**config.mk**
```make
export PLATFORM = sky130hd
export DESIGN_NAME = gpio_bank
export DESIGN_NICKNAME = d
export VERILOG_FILES = /design/src/rtl/gpio_bank_pkg.sv /design/src/rtl/gpio_sync.sv /design/src/rtl/gpio_pin_irq.sv /design/src/rtl/gpio_bank.sv
export SDC_FILE = /design/constraint.sdc
export NUM_CORES = 1
export LEC_CHECK = 0
export BUFFER_PORTS_ARGS = -buffer_cell sky130_fd_sc_hd__buf_2
export CELL_PAD_IN_SITES_DETAIL_PLACEMENT = 1
export CELL_PAD_IN_SITES_GLOBAL_PLACEMENT = 2
export CORE_MARGIN = 2
export CORE_UTILIZATION = 32
export CTS_CLUSTER_DIAMETER = 60
export CTS_CLUSTER_SIZE = 12
export DETAILED_ROUTE_END_ITERATION = 16
export PLACE_DENSITY = 0.89
export SYNTH_ARGS = -nofsm -noshare
export SYNTH_HDL_FRONTEND = slang
export SYNTH_HIERARCHICAL = 1
export SYNTH_SLANG_ARGS = --single-unit
```
**constraint.sdc**
```tcl
create_clock -name clk -period 2.5 [get_ports clk]
set_clock_uncertainty 0.05 [all_clocks]
set_input_delay 0.25 -clock clk [delete_from_list [all_inputs] [get_ports clk]]
set_output_delay 0.25 -clock clk [all_outputs]
set_load 0.005 [all_outputs]
```
**src/rtl/gpio_bank_pkg.sv**
```systemverilog
package gpio_bank_pkg;

    typedef struct packed {
        logic rec_en;   // bit 3: record status
        logic edge_md;  // bit 2: 1 = edge, 0 = level
        logic pol;      // bit 1: 1 = rising/high
        logic dlv_en;   // bit 0: deliver to summary
    } irq_cfg_t;

    localparam int          OE_BIT     = 9;
    localparam int          DRV_BIT    = 1;
    localparam int          ROUTE_W    = 3;
    localparam logic [2:0]  ROUTE_NONE = 3'd7;
    localparam logic [2:0]  ROUTE_APP  = 3'd4;

endpackage

```
**src/rtl/gpio_sync.sv**
```systemverilog
module gpio_sync #(
    parameter int W = 8
) (
    input  logic         clk,
    input  logic         rst_n,
    input  logic [W-1:0] pin_in,
    output logic [W-1:0] lvl,
    output logic [W-1:0] lvl_prev
);
    typedef struct packed {
        logic [W-1:0] s1;
        logic [W-1:0] s2;
        logic [W-1:0] s3;
    } sync_t;

    sync_t st_d, st_q;

    always_comb begin
        st_d    = st_q;
        st_d.s1 = pin_in;
        st_d.s2 = st_q.s1;
        st_d.s3 = st_q.s2;
    end

    always_ff @(posedge clk or negedge rst_n) begin
        if (!rst_n) st_q <= '0;
        else        st_q <= st_d;
    end

    assign lvl      = st_q.s2;
    assign lvl_prev = st_q.s3;

    logic [1:0] warm_q;
    always_ff @(posedge clk or negedge rst_n) begin
        if (!rst_n)             warm_q <= '0;
        else if (warm_q != 2'd2) warm_q <= warm_q + 2'd1;
    end


    sync_delay_chk: assert property (@(posedge clk) disable iff (!rst_n)
        (warm_q == 2'd2) |-> (lvl == $past(pin_in, 2)));

endmodule

```
**src/rtl/gpio_pin_irq.sv**
```systemverilog
module gpio_pin_irq
    import gpio_bank_pkg::*;
#(
    parameter int RW = ROUTE_W
) (
    input  logic          clk,
    input  logic          rst_n,
    input  logic          lvl,
    input  logic          lvl_prev,
    input  irq_cfg_t      cfg,
    input  logic [RW-1:0] route,
    input  logic          clr,
    output logic          stat,
    output logic          deliver
);
    typedef struct packed {
        logic stat;
    } pin_st_t;

    pin_st_t st_d, st_q;
    logic    trig;

    always_comb begin
        if (cfg.edge_md)
            trig = cfg.pol ? (lvl & ~lvl_prev) : (~lvl & lvl_prev);
        else
            trig = (lvl == cfg.pol);

        st_d = st_q;
        if (clr)
            st_d.stat = 1'b0;
        else if (cfg.rec_en && trig)
            st_d.stat = 1'b1;
    end

    always_ff @(posedge clk or negedge rst_n) begin
        if (!rst_n) st_q <= '0;
        else        st_q <= st_d;
    end

    assign stat    = st_q.stat;
    assign deliver = cfg.dlv_en && (route != RW'(ROUTE_NONE)) && (st_q.stat || trig);


    no_record_chk: assert property (@(posedge clk) disable iff (!rst_n)
        (!cfg.rec_en && !st_q.stat) |=> !st_q.stat);


    clear_wins_chk: assert property (@(posedge clk) disable iff (!rst_n)
        clr |=> !st_q.stat);


    steady_edge_chk: assert property (@(posedge clk) disable iff (!rst_n)
        (cfg.edge_md && (lvl == lvl_prev) && !st_q.stat) |=> !st_q.stat);

endmodule

```
**src/rtl/gpio_bank.sv**
```systemverilog
module gpio_bank
    import gpio_bank_pkg::*;
#(
    parameter int NPINS  = 8,
    parameter int ADDR_W = 13
) (
    input  logic              clk,
    input  logic              rst_n,
    input  logic              bus_wen,
    input  logic [ADDR_W-1:0] bus_addr,
    input  logic [31:0]       bus_wdata,
    output logic [31:0]       bus_rdata,
    input  logic [NPINS-1:0]  pin_in,
    output logic [NPINS-1:0]  pin_out,
    output logic [NPINS-1:0]  pin_oe,
    output logic              irq_summary
);
    localparam logic [ADDR_W-1:0] PIN_BASE   = ADDR_W'(16'h1000);
    localparam logic [ADDR_W-1:0] ROUTE_BASE = ADDR_W'(16'h0400);
    localparam logic [ADDR_W-1:0] NPINS_A    = ADDR_W'(NPINS);

    typedef struct packed {
        logic [NPINS-1:0]              oe;
        logic [NPINS-1:0]              drv;
        irq_cfg_t [NPINS-1:0]          icfg;
        logic [NPINS-1:0][ROUTE_W-1:0] route;
    } regs_t;

    regs_t regs_d, regs_q;

    logic [ADDR_W-1:0] poff, roff;
    logic              pin_hit, route_hit;
    logic [NPINS-1:0]  hit_ctl, hit_drv, hit_icfg, hit_stat, hit_route;
    logic [NPINS-1:0]  clr, stat, deliver, lvl, lvl_prev;

    // address decode
    always_comb begin
        poff      = bus_addr - PIN_BASE;
        roff      = bus_addr - ROUTE_BASE;
        pin_hit   = (bus_addr >= PIN_BASE) && ((poff >> 4) < NPINS_A)
                    && (bus_addr[1:0] == 2'b00);
        route_hit = (bus_addr >= ROUTE_BASE) && (bus_addr < PIN_BASE)
                    && ((roff >> 2) < NPINS_A) && (bus_addr[1:0] == 2'b00);
        for (int i = 0; i < NPINS; i++) begin
            hit_ctl[i]   = pin_hit && ((poff >> 4) == ADDR_W'(i)) && (poff[3:2] == 2'd0);
            hit_drv[i]   = pin_hit && ((poff >> 4) == ADDR_W'(i)) && (poff[3:2] == 2'd1);
            hit_icfg[i]  = pin_hit && ((poff >> 4) == ADDR_W'(i)) && (poff[3:2] == 2'd2);
            hit_stat[i]  = pin_hit && ((poff >> 4) == ADDR_W'(i)) && (poff[3:2] == 2'd3);
            hit_route[i] = route_hit && ((roff >> 2) == ADDR_W'(i));
        end
    end

    // register writes and W1C strobes
    always_comb begin
        regs_d = regs_q;
        clr    = '0;
        for (int i = 0; i < NPINS; i++) begin
            if (bus_wen) begin
                if (hit_ctl[i])   regs_d.oe[i]    = bus_wdata[OE_BIT];
                if (hit_drv[i])   regs_d.drv[i]   = bus_wdata[DRV_BIT];
                if (hit_icfg[i])  regs_d.icfg[i]  = irq_cfg_t'(bus_wdata[3:0]);
                if (hit_route[i]) regs_d.route[i] = bus_wdata[ROUTE_W-1:0];
                clr[i] = hit_stat[i] && bus_wdata[0];
            end
        end
    end

    always_ff @(posedge clk or negedge rst_n) begin
        if (!rst_n) regs_q <= '0;
        else        regs_q <= regs_d;
    end

    // read mux
    always_comb begin
        bus_rdata = '0;
        for (int i = 0; i < NPINS; i++) begin
            if (hit_ctl[i])   bus_rdata[OE_BIT]  = regs_q.oe[i];
            if (hit_drv[i])   bus_rdata[1:0]     = {regs_q.drv[i], lvl[i]};
            if (hit_icfg[i])  bus_rdata[3:0]     = regs_q.icfg[i];
            if (hit_stat[i])  bus_rdata[0]       = stat[i];
            if (hit_route[i]) bus_rdata[ROUTE_W-1:0] = regs_q.route[i];
        end
    end

    gpio_sync #(.W(NPINS)) u_sync (
        .clk      (clk),
        .rst_n    (rst_n),
        .pin_in   (pin_in),
        .lvl      (lvl),
        .lvl_prev (lvl_prev)
    );

    for (genvar g = 0; g < NPINS; g++) begin : g_pin
        gpio_pin_irq #(.RW(ROUTE_W)) u_irq (
            .clk      (clk),
            .rst_n    (rst_n),
            .lvl      (lvl[g]),
            .lvl_prev (lvl_prev[g]),
            .cfg      (regs_q.icfg[g]),
            .route    (regs_q.route[g]),
            .clr      (clr[g]),
            .stat     (stat[g]),
            .deliver  (deliver[g])
        );


        oe_write_chk: assert property (@(posedge clk) disable iff (!rst_n)
            (bus_wen && hit_ctl[g]) |=> (pin_oe[g] == $past(bus_wdata[OE_BIT])));
    end

    assign pin_oe      = regs_q.oe;
    assign pin_out     = regs_q.drv;
    assign irq_summary = |deliver;

endmodule

```
# Yosys cells after proc, flatten, opt, wreduce, memory -nomap -nowiden
# Cells that the tools add are included.
# Widths: inputs -> output; s select.
[classes] addsub=2 magnitude_cmp=5 bitwise=32 n_reduce_logical=138 n_mux=80 n_eq_ne=33
[op_table] cell="$logic_and 1x1->1" count=85
[op_table] cell="$reduce_and 2->1" count=32
[op_table] cell="$mux 1" count=56
[op_table] cell="$eq 11x3->1 const B" count=4
[op_table] cell="$eq 9x3->1 const B" count=4
[op_table] cell="$mux 4" count=8
[op_table] cell="$logic_not 13->1" count=2
[op_table] cell="$mux 3" count=8
[op_table] cell="$ne 3x3->1 const B" count=8
[op_table] cell="$eq 11x2->1 const B" count=2
[op_table] cell="$eq 9x2->1 const B" count=2
[op_table] cell="$and 1x1->1" count=16
[op_table] cell="$mux 2" count=8
[op_table] cell="$not 1->1" count=16
[op_table] cell="$reduce_bool 2->1" count=8
[op_table] cell="$ge 13x11->1 const B" count=1
[op_table] cell="$ge 13x13->1 const B" count=1
[op_table] cell="$lt 13x13->1 const B" count=1
[op_table] cell="$sub 13x11->13 const B" count=1
[op_table] cell="$sub 13x13->13 const B" count=1
[op_table] cell="$eq 11x1->1 const B" count=1
[op_table] cell="$lt 11x4->1 const B" count=1
[op_table] cell="$eq 9x1->1 const B" count=1
[op_table] cell="$lt 9x4->1 const B" count=1
[op_table] cell="6 further kinds" count=22
[word_totals] input_bits=56 elab_cells=357 register_bits=104

# Depth between registers and ports, before layout
# Gate-level depths: netlist of the first run.
[depth] word_depth=38 depth_mapped=11 depth_no_buf=10

# Cells and area by module
# The synthesis of the first run kept the hierarchy.
[by_module_without_submodules] module="gpio_bank" cells_per_inst=476 area_per_inst_um2=4538.1 seq_area_each_um2=1801.7 instances=1
[by_module_without_submodules] module="gpio_sync" cells_per_inst=32 area_per_inst_um2=660.6 seq_area_each_um2=600.6 instances=1
[by_module_without_submodules] module="gpio_pin_irq" cells_per_inst=10 area_per_inst_um2=78.8 seq_area_each_um2=25.0 instances=8

# Worst setup path after synthesis of the first run
# Ideal clock, no wire load.
[synth_timing] path_kind="in2out" from="input bus_addr[1]" to="output bus_rdata[0]" n_path_buf=2 slack_ns=-0.109 stages=10 required_ns=2.200 arrival_ns=2.309 cell_sequence="or4_1 buf_4 or4_1 buf_2 o22ai_2 a21oi_1 a32o_1 a31oi_1 a211o_1 a32o_2"
[synth_between] elab_chain_cells=38
[synth_lines] element="start, declared" line="gpio_bank.sv:10" rtl="input logic [ADDR_W-1:0] bus_addr,"
[synth_lines] element="$sub 13x13->13" line="gpio_bank.sv:38" rtl="poff = bus_addr - PIN_BASE;"
[synth_lines] element="$lt 9x4->1" line="gpio_bank.sv:40" rtl="pin_hit = (bus_addr >= PIN_BASE) && ((poff >> 4) < NPINS_A)"
[synth_lines] element="$logic_and 1x1->1" line="gpio_bank.sv:40"
[synth_lines] element="$logic_and 1x1->1" line="gpio_bank.sv:41" rtl="&& (bus_addr[1:0] == 2'b00);"
[synth_lines] element="$logic_and 1x1->1" line="gpio_bank.sv:46, gpio_bank.sv:47, gpio_bank.sv:48"
[synth_lines] element="$logic_and 1x1->1" line="gpio_bank.sv:46" rtl="hit_drv[i] = pin_hit && ((poff >> 4) == ADDR_W'(i)) && (poff[3:2] == 2'd1);"
[synth_lines] element="$mux 2" line="gpio_bank.sv:78" rtl="if (hit_drv[i]) bus_rdata[1:0] = {regs_q.drv[i], lvl[i]};"
[synth_lines] element="$mux 4" line="gpio_bank.sv:79" rtl="if (hit_icfg[i]) bus_rdata[3:0] = regs_q.icfg[i];"
[synth_lines] element="(+22 left out)"
[synth_lines] element="$mux 2" line="gpio_bank.sv:78"
[synth_lines] element="$mux 4" line="gpio_bank.sv:79"
[synth_lines] element="$mux 1" line="gpio_bank.sv:80" rtl="if (hit_stat[i]) bus_rdata[0] = stat[i];"
[synth_lines] element="$mux 3" line="gpio_bank.sv:81" rtl="if (hit_route[i]) bus_rdata[ROUTE_W-1:0] = regs_q.route[i];"
[synth_lines] element="$mux 2" line="gpio_bank.sv:78"
[synth_lines] element="$mux 4" line="gpio_bank.sv:79"
[synth_lines] element="$mux 1" line="gpio_bank.sv:80"
[synth_lines] element="$mux 3 (*)" line="gpio_bank.sv:81"
[synth_lines] element="end, declared" line="gpio_bank.sv:12" rtl="output logic [31:0] bus_rdata,"
# Mark *: on every way between the ends. The rest lies on a longest branch, timed or not.

# Final worst setup path of the first run
[layout_timing] from="input bus_addr[9]" to="output bus_rdata[0]"
# Same word-level chain as after synthesis.

==> metrics.yaml, run 1 <==
root_buffer: "clkbuf_16"
numCtsBuffers: 9
setup_violations: 5
synth_area_leaders: "dfrtp_1, mux2_2, buf_4, nor2_1, nand2_1"
dieArea_um2: 19310
gr-usage-met1_pct: 28.15
critical_path_arrival_ns: 2.49
grt_antenna_before_repair: 0
grt_pass1_wl_um: 32490
fin_crit_ns: 2.790
cts_num_sinks: 104
p_leak_uw: 0.003424
grt_overflow: 0
die_y_um: 139.0
async_flop_share_pct: 100.0
power_density_nw_per_um2: 455.1
insertion_delay_ns: 0.35
port_buffers: 50
grt_max_degree: 60
total_power_uw: 3356
grt_usage_pct: 21.49
synth_flop_cell: "dfrtp_1"
r2r_start: "u_sync/lvl[4]"
violations: "negative setup slack"
num_io_pins: 105
fin_tns_setup_ns: -0.6665
hp-start: "bus_wdata[9]"
hold_path_class: "primary input to register"
vias: 5164
status: "finished with violations"
hold_violations: 0
fin_nets: 769
final_antenna_net_count: 0
drt_iter0_drc: 401
end_kind: "primary output"
min_period_over_period_pct: 111.6
die_x_um: 139.0
final_util_pct: 41.20
worst_slew_pin_slew_ns: 0.6144
synth_warnings: 6
cap_violations: 0
synthDistinctLibCells: 57
core-area_um2: 17900
timing.fmax_ghz: 0.3584
startpoint_type: "primary input"
ys_seq_elements: 104
grt_use_met2_pct: 35.05
layout_setup_ws_ns: -0.2904
antenna_cells: 0
yosys.area.top_type: "dfrtp_1"
drive_above_1_share_pct: 40.28
avgViaCountPerCell: 5.470
rsz0062_at_grt: "true"
crit_path_start: "bus_addr[9]"
place_inst: 913
gp_congestion: 0.9829
fill_cells: 2034
vdd_drop_max_uv: 319.2
crit_path_max_fanout: 6
h-tree-depth: 3
dp_hpwl_um: 15340
synth.cell_area_um2: 5829
yosysTopAreaCellShare_pct: 44.64
slew_headroom_pct: 59.04
cts_tree: "done"
start_util_pct: 32.56
clk_path_buf_depth: 2
syn_inst: 588
use_met3_pct: 3.522
synth-edff-count: 0
critPathKind: "primary input to primary output"
final_cells: 944
grt-busiest-layer: "met2"
wirelength_um: 20300
worstPathRequired_ns: 2.20
ys_seq_area_share_pct: 44.64
avgRoutedWirePerCell_um: 21.50
drt-pass1-iter-count: 4
syn_area_per_cell_um2: 9.914
whs_ns: 0.1534
num_rows: 49
area_growth_pct: 26.53
cts.clk_slew.worst_paths_ns: 0.07
drv_slew: 0
grt_pass1_vias: 5645
drc: 0
## final timing paths
check                           slack [ns]                   to  cells past startpoint
worst max-delay path                 -0.29         bus_rdata[0]                     10
worst min-delay path                  0.15            pin_oe[4]                      3
worst max register to register        1.31  g_pin[4].u_irq/stat                      3
worst min register to register        0.30        u_sync/lvl[1]                      0
max in group asynchronous             1.24           pin_out[1]                      3
min in group asynchronous             0.40            pin_oe[4]                      2
## worst max-delay path: stages
cell	delay (ns)
buf_2	0.14
or4b_4	0.60
or4_4	0.52
o22ai_2	0.11
a21oi_1	0.08
a32o_1	0.21
a31oi_1	0.13
a211o_1	0.17
a32o_2	0.17
buf_2	0.11
## flip-flops by register name, summed over array words and instances (netlist names)
register / count
g_pin.u_irq/stat: 8
u_sync/lvl_prev: 8
regs_q: 56
u_sync/st_d: 8
pin_out: 8
u_sync/lvl: 8
pin_oe: 8
## cell usage in the layout (no fill, tap or decap), types with 3 or more instances in the layout
master / n
nor2_2: 3
a21oi_2: 3
o21ai_0: 19
a31oi_1: 3
nand2b_1: 11
buf_6: 9
and3_1: 5
nor3_1: 11
nand2_1: 47
a21oi_1: 15
a22oi_1: 8
o2111ai_1: 3
or4_4: 4
nand3_1: 32
nand4_1: 13
mux2_2: 65
buf_4: 100
conb_1: 27
nor2_1: 60
a32oi_1: 7
nor4_1: 6
clkbuf_16: 9
dfrtp_1: 104
o21ai_1: 3
and3_4: 3
or4b_4: 3
o22ai_1: 7
mux2i_1: 3
clkinvlp_4: 3
dlygate4sd3_1: 9
a21boi_1: 8
buf_2: 43
nor3_2: 4
a221oi_2: 8
## where the power goes
group | total [uW] | switching, uW | leakage [uW] | internal (uW)
clock network | 1330 | 628 | 0.000131 | 704
logic | 307 | 197 | 0.00190 | 111
registers | 1720 | 15.2 | 0.00140 | 1700
total | 3360 | 840 | 0.00342 | 2520
## Yosys cell counts, types with 4 or more instances
master	count
nor2_1	64
nand2b_1	12
nand3_1	32
a32oi_1	7
a21boi_1	8
dfrtp_1	104
mux2_2	65
nor3_1	15
nand2_1	49
o21ai_0	23
a22oi_1	9
a221oi_2	8
buf_4	54
o22ai_1	8
nor4_1	8
a21oi_1	18
inv_1	4
and3_1	8
nand4_1	13
or4_1	5
clkbuf_1	20
## cell families after synthesis
logic type | synth area share (%)
buffers and inverters | 9.015
and+or+nand+nor | 18.54
muxes | 13.07
other | 0.06433
adders and majority gates | 0.6440
AOI/OAI and AO/OA | 14.02
DFF | 44.64
## final cells by class
class                      count  area, um^2  area share, %
clock buffer                  10       239.0          3.240
tap                          229       286.5          3.885
inverter                       5       23.77         0.3223
sequential                   104        2603          35.28
multi-input combinational    428        3002          40.70
timing repair buffer         162        1177          15.96
clock inverter                 6       45.04         0.6107
## per-stage QoR
stage          worst slack, ns  instance area (um^2)
4_1_cts                -0.2750                  7264
5_1_grt                -0.3767                  7376
3_3_place_gp           -0.3895                  6715
6_report               -0.2904                  7376
2_1_floorplan         -0.09915                  5944
3_5_place_dp           -0.4720                  6715
## layer usage
layer  up-vias  routed length [um]  share of wire, %
met5         -                   0                 0
met4         0                 639               3.1
met3        43                1204               5.9
met2       172                9707                48
met1      2619                8745                43
li1       2330                   -                 -
## what timing repair did
| item | in CTS | in global routing |
|---|---|---|
| setup endpoints to repair | 5 | 6 |
| resized for setup | 41 | 23 |
| cloned | 1 | 0 |
| buffers inserted | 2 | 3 |
| endpoints found under the hold margin | 53 | 0 |
| hold buffers | 9 | 0 |
| pin swaps | 13 | 8 |
Note: power is estimated with default switching activity, not from simulation.
==> run 2: changes to the inputs <==
REMOVE_ABC_BUFFERS = 1   (was not set)
==> run 2 against run 1 <==
Against the previous run: the flow still finishes with violations (negative setup slack); first-iteration DRC count increased by 8.5%; count of clock-buffer cells in the layout increased by 2; clock power increased by 7%; routed wire length increased by 5.9%; cell area increased by 1.3%; fmax decreased by 1.3%; setup slack got worse by 0.036 ns; cell count increased by 0.95%; sequential share of layout area decreased by 0.46 points; sequential power about the same; via count increased by 2.9%; non-clock buffer count increased by 10; largest cell class unchanged; highest routed layer unchanged.
==> metrics.yaml, run 2 (same netlist as run 1, synthesis figures left out) <==
rsz0062_at_grt: "true"
start_util_pct: 32.56  # unchanged
grt_usage_pct: 22.37  # +0.88 points
gp_congestion: 0.9665  # -1.7%
die_y_um: 139.0  # unchanged
dp_hpwl_um: 16120  # +5.1%
critPathKind: "primary input to primary output"
status: "finished with violations"
hold_path_class: "primary input to register"
layout_commonest_cell: "buf_4"
p_leak_uw: 0.003503  # +2.3%
worstPathRequired_ns: 2.20  # about the same
h-tree-depth: 3  # unchanged
wirelength_um: 21500  # +5.9%
multi_input_area_um2: 3008  # +0.21%
core-area_um2: 17900  # unchanged
cts_num_sinks: 104  # unchanged
r2r_cells: 3  # unchanged
crit_chain: "buf_6 > buf_6 > or4_4 > or4_4 > o22ai_2 > a21oi_2 > a32o_1 > a31oi_1 > a211o_1 > a32o_2 > buf_2"
num_rows: 49  # unchanged
clk_path_buf_depth: 2  # unchanged
numCtsBuffers: 9  # unchanged
worst_hold_path.endpoint: "pin_oe[1]"
cts_tree: "done"
area_growth_pct: 28.20
largest_reg_flops: 56  # unchanged
cts.clk_slew.worst_paths_ns: 0.07  # about the same
vdd_drop_max_uv: 321.8  # +0.82%
root_buffer: "clkbuf_16"
violations: "negative setup slack"
insertion_delay_ns: 0.36  # about the same
dieArea_um2: 19310  # unchanged
grt_pass1_wl_um: 33420  # +2.9%
r2r_start: "u_sync/lvl[4]"
die_x_um: 139.0  # unchanged
cp_slowest_cell: "or4_4"
hold_violations: 0  # unchanged
num_io_pins: 105  # unchanged
worstReg2RegEnd: "g_pin[4].u_irq/stat"
setup_violations: 5  # unchanged
fin_crit_ns: 2.826  # +0.03567 ns
end_kind: "primary output"
whs_ns: 0.1736  # +0.02021 ns
holdPathStages: 3  # unchanged
dp_slack_ns: -0.4891  # -0.01706 ns
port_buffers: 50  # unchanged
critical_path_arrival_ns: 2.53  # +0.04 ns
cap_violations: 0  # unchanged
sequential_cell_area_um2: 2603  # unchanged
power_density_nw_per_um2: 463.9  # +1.9%
avgRoutedWirePerCell_um: 22.56  # +4.9%
layout_setup_ws_ns: -0.3260  # -0.03567 ns
hp-start: "bus_wdata[9]"
drv_slew: 0  # unchanged
vias: 5312  # +2.9%
fill_cells: 2063  # +1.4%
grt_antenna_before_repair: 0  # unchanged
timing.fmax_ghz: 0.3539  # -1.3%
crit_path_max_fanout: 4  # -2
grt_overflow: 0  # unchanged
final_antenna_net_count: 0  # unchanged
grt_max_degree: 61  # +1.7%
drt_iter0_drc: 435  # +8.5%
grt_pass1_vias: 5682  # +0.66%
r2r_setup_slack_ns: 1.28  # -0.03 ns
drive_above_1_share_pct: 40.88  # +0.60 points
antenna_cells: 0  # unchanged
avgViaCountPerCell: 5.574  # +1.9%
regMostFlops: "regs_q"
drc: 0  # unchanged
worst_slew_pin_slew_ns: 0.6145  # +0.00005835 ns
slew_headroom_pct: 59.04  # about the same
critPathMaxStageDelay_ns: 0.58  # -0.02 ns
most-common-layout-cells: "buf_4, dfrtp_1, mux2_2"
total_power_uw: 3467  # +3.3%
startpoint_type: "primary input"
drt-pass1-iter-count: 6  # +2
min_period_over_period_pct: 113.0  # +1.4 points
fin_nets: 778  # +1.2%
[run 2: cell types whose count changed in the layout (fill, tap and decap cells not counted), sizes merged]
cell and change:
or4b -1, clkinv -3, buf +10, inv +1, bufinv +1, clkinvlp -1, clkbuf +2
[run 2: layer usage]
| metal | part of all wire [%] | routed length [um] | global-route usage (%) |
|---|---|---|---|
| met1 | 43 | 9309 | 29.61 |
| met2 | 49 | 10510 | 37.54 |
| met3 | 5.3 | 1141 | 3.211 |
| met4 | 2.5 | 545 | 7.974 |
| met5 | 0 | 0 | 0 |
[run 2: critical path: cells and delay by family]
| kind | cells | cell delay, ns |
|---|---|---|
| AO/OA/AOI/OAI | 6 | 0.87 |
| buffers and inverters | 3 | 0.33 |
| AND/OR/NAND/NOR | 2 | 1.06 |
[run 2: worst max-delay path by stage]
stage	to	start	cells after the start	slack (ns)
detailed placement	bus_rdata[2]	bus_addr[7]	14	-0.49
finish	bus_rdata[0]	bus_addr[8]	11	-0.33
floorplan	bus_rdata[0]	bus_addr[1]	8	-0.78
CTS	bus_rdata[0]	bus_addr[7]	10	-0.30
global placement	bus_rdata[2]	bus_addr[7]	14	-0.52
global route	bus_rdata[0]	bus_addr[8]	11	-0.41
[run 2: area by class of cell]
| cell class | count | area share, % |
|---|---|---|
| Timing Repair Buffer | 172 | 16.96 |
| Inverter | 5 | 0.2511 |
| Clock buffer | 12 | 3.164 |
| Multi-Input combinational cell | 427 | 40.25 |
| Clock inverter | 4 | 0.7199 |
| Tap cell | 229 | 3.834 |
| Sequential cell | 104 | 34.82 |
[run 2: power by group]
part           total (uW)  leakage [uW]  switching [uW]  internal (uW)
registers            1720       0.00140            14.6           1700
clock network        1420      0.000133             640            782
logic                 328       0.00197             209            120
total                3470       0.00350             864           2600
[run 2: repair_timing]
action	4_1_cts	5_1_grt
gates resized for setup	45	25
buffers inserted	7	2
setup endpoints to repair	5	5
pin swaps	19	5
hold endpoints to repair	52	0
hold buffers	9	0
[run 2: metrics by stage]
step	area (um^2)	std cells	setup TNS (ns)	util, %
finish	7473	953	-1.063	41.75
global route	7473	953	-1.410	41.75
global placement	6768	921	-3.534	37.80
detailed placement	6768	921	-3.952	37.80
floorplan	5420	536	-3.974	-
CTS	7380	953	-1.147	41.22
==> run 3: changes to the inputs <==
SETUP_SLACK_MARGIN = 0.3   (was not set)
clock period = 2.55 ns   (was 2.5 ns; I/O delays follow)
==> run 3 against run 2 <==
Against the previous run: the flow still finishes with violations (negative setup slack); flip-flop and latch count did not move; sequential share of layout area decreased by 0.30 points; via count down 0.41%; combinational power fell by 3%; largest cell class unchanged.
==> metrics.yaml, run 3 (same netlist as run 1, synthesis figures left out) <==
status: "finished with violations"
violations: "negative setup slack"
root_buffer: "clkbuf_16"
numCtsBuffers: 9  # unchanged
dp_hpwl_um: 15720  # -2.5%
holdPathStages: 3  # unchanged
die_x_um: 139.0  # unchanged
hold_path_class: "primary input to register"
drive_above_1_share_pct: 41.61  # +0.72 points
final_antenna_net_count: 0  # unchanged
h-tree-depth: 3  # unchanged
most-common-layout-cells: "dfrtp_1, buf_4, mux2_2"
largest_reg_flops: 56  # unchanged
sw_frac_of_total_pct: 24.14  # -0.78 points
r2r_cells: 5  # +2
whs_ns: 0.1829  # +0.009235 ns
core-area_um2: 17900  # unchanged
critical_path_arrival_ns: 2.54  # about the same
worstPathRequired_ns: 2.25  # +0.05 ns
cp_top_family: "simple AND/OR/NAND/NOR gates"
final_util_pct: 42.11  # +0.36 points
timing.fmax_ghz: 0.3513
gr-usage-met1_pct: 29.61  # about the same
insertion_delay_ns: 0.36  # about the same
fin_nets: 775  # -0.39%
dieArea_um2: 19310  # unchanged
fin_crit_ns: 2.847
p_leak_uw: 0.003516  # +0.39%
dp_slack_ns: -0.4517  # +0.03731 ns
intPower_uw: 2644  # +1.6%
power_density_nw_per_um2: 462.4  # -0.31%
grt_antenna_before_repair: 0  # unchanged
layout_setup_ws_ns: -0.2969  # +0.02914 ns
grt_usage_pct: 22.51  # +0.14 points
r2r_setup_slack_ns: 1.22  # -0.06 ns
grt-busiest-layer: "met2"
area_growth_pct: 29.32
rsz0062_at_grt: "true"
use_met3_pct: 3.488  # +0.28 points
hp-start: "bus_wdata[9]"
avgRoutedWirePerCell_um: 22.63  # +0.27%
crit_path_max_fanout: 4  # unchanged
p_seq_share_pct: 48.3  # -1.2 points
pwr-share-comb_pct: 9.2  # -0.3 points
grt_pass1_wl_um: 33420  # unchanged
r2r_start: "u_sync/lvl[2]"
drc: 0  # unchanged
fin_tns_setup_ns: -0.6269  # +0.4358 ns
cts_tree: "done"
cts.clk_slew.worst_paths_ns: 0.07  # about the same
worstReg2RegEnd: "g_pin[2].u_irq/stat"
wirelength_um: 21490  # about the same
port_buffers: 50  # unchanged
startpoint_type: "primary input"
drt-pass1-iter-count: 6  # unchanged
slew_headroom_pct: 59.57  # +0.54 points
regMostFlops: "regs_q"
clkPwrFrac_pct: 42.6  # +1.6 points
worst_hold_path.endpoint: "pin_oe[4]"
grt_overflow: 0  # unchanged
vdd_drop_max_uv: 310.1  # -3.6%
grt_max_degree: 52  # -15%
cp_slowest_cell: "or3_4"
grt_use_met2_pct: 37.02  # -0.52 points
critPathMaxStageDelay_ns: 0.42  # -0.16 ns
drv_slew: 0  # unchanged
cap_violations: 0  # unchanged
cp_num_buf_inv: 3  # unchanged
hold_violations: 0  # unchanged
switching_power_uw: 841.4  # -2.6%
num_io_pins: 105  # unchanged
cts_num_sinks: 104  # unchanged
start_util_pct: 32.56  # unchanged
crit_chain: "buf_4 > inv_4 > ha_4 > and4bb_2 > nand4_1 > or3_4 > o2111ai_2 > a32o_1 > a31oi_1 > a211o_1 > a32o_2 > buf_2"
min_period_over_period_pct: 111.6
num_rows: 49  # unchanged
drt_iter0_drc: 362  # -17%
avgViaCountPerCell: 5.568  # about the same
gp_congestion: 0.9214  # -4.7%
worst_slew_pin_slew_ns: 0.6064  # -0.008061 ns
end_kind: "primary output"
die_y_um: 139.0  # unchanged
critPathKind: "primary input to primary output"
antenna_cells: 0  # unchanged
setup_violations: 3  # -2
clk_path_buf_depth: 2  # unchanged
vias: 5290  # -0.41%
grt_pass1_vias: 5724  # +0.74%
[run 3: changes by cell type in the layout (fill, tap and decap cells not counted), sizes merged]
cell      before  now
bufinv         1    2
inv            5    4
clkinvlp       2    1
buf          163  160
clkinv         1    3
clkbuf        12   11
[run 3: stage by stage]
stage,std cells,area (um^2),power [uW]
floorplan,536,5420,1788
global placement,912,6713,1978
detailed placement,912,6713,1989
CTS,948,7413,3504
global route,950,7538,3604
finish,950,7538,3486
[run 3: repair_timing]
action,CTS,global route
cloned,0,0
resized for setup,56,22
endpoints found under the setup margin,10,14
setup buffers,11,2
pin swaps,25,13
endpoints found under the hold margin,28,0
hold buffers,9,0
[run 3: layout make-up]
cell class              count  area, um^2
flip-flops and latches    104        2603
repair buffers            169        1250
clock buffers              11       232.7
inverters                   5       21.27
well taps                 229       286.5
clock inverters             5       81.33
multi-input cells         427        3064
fillers                  2000       10360
[run 3: worst max-delay path by stage]
stage | startpoint | cells past startpoint | endpoint
4_1_cts | bus_addr[10] | 10 | bus_rdata[0]
6_report | bus_addr[11] | 12 | bus_rdata[0]
3_5_place_dp | bus_addr[11] | 13 | bus_rdata[0]
3_3_place_gp | bus_addr[10] | 13 | bus_rdata[0]
2_1_floorplan | bus_addr[1] | 8 | bus_rdata[0]
5_1_grt | bus_addr[1] | 10 | bus_rdata[0]
[run 3: power groups by stage]
stage | registers [uW] | logic [uW] | clock network [uW]
global placement | 1710 | 266 | 0
floorplan | 1710 | 79.6 | 0
detailed placement | 1710 | 274 | 0
CTS | 1680 | 307 | 1510
global route | 1680 | 343 | 1580
finish | 1680 | 319 | 1480
[run 3: layer usage]
metal / up-vias / part of all wire [%]
met3: 41 / 5.2
met4: 0 / 2.8
met1: 2738 / 44
li1: 2331 / -
met2: 180 / 48
met5: - / 0
[run 3: worst reg2reg max path, cell delays in order (launching register included)]
cell	delay [ns]
dfrtp_1	0.42
a21boi_1	0.16
a221oi_2	0.31
buf_4	0.15
buf_4	0.09
nor3_1	0.04
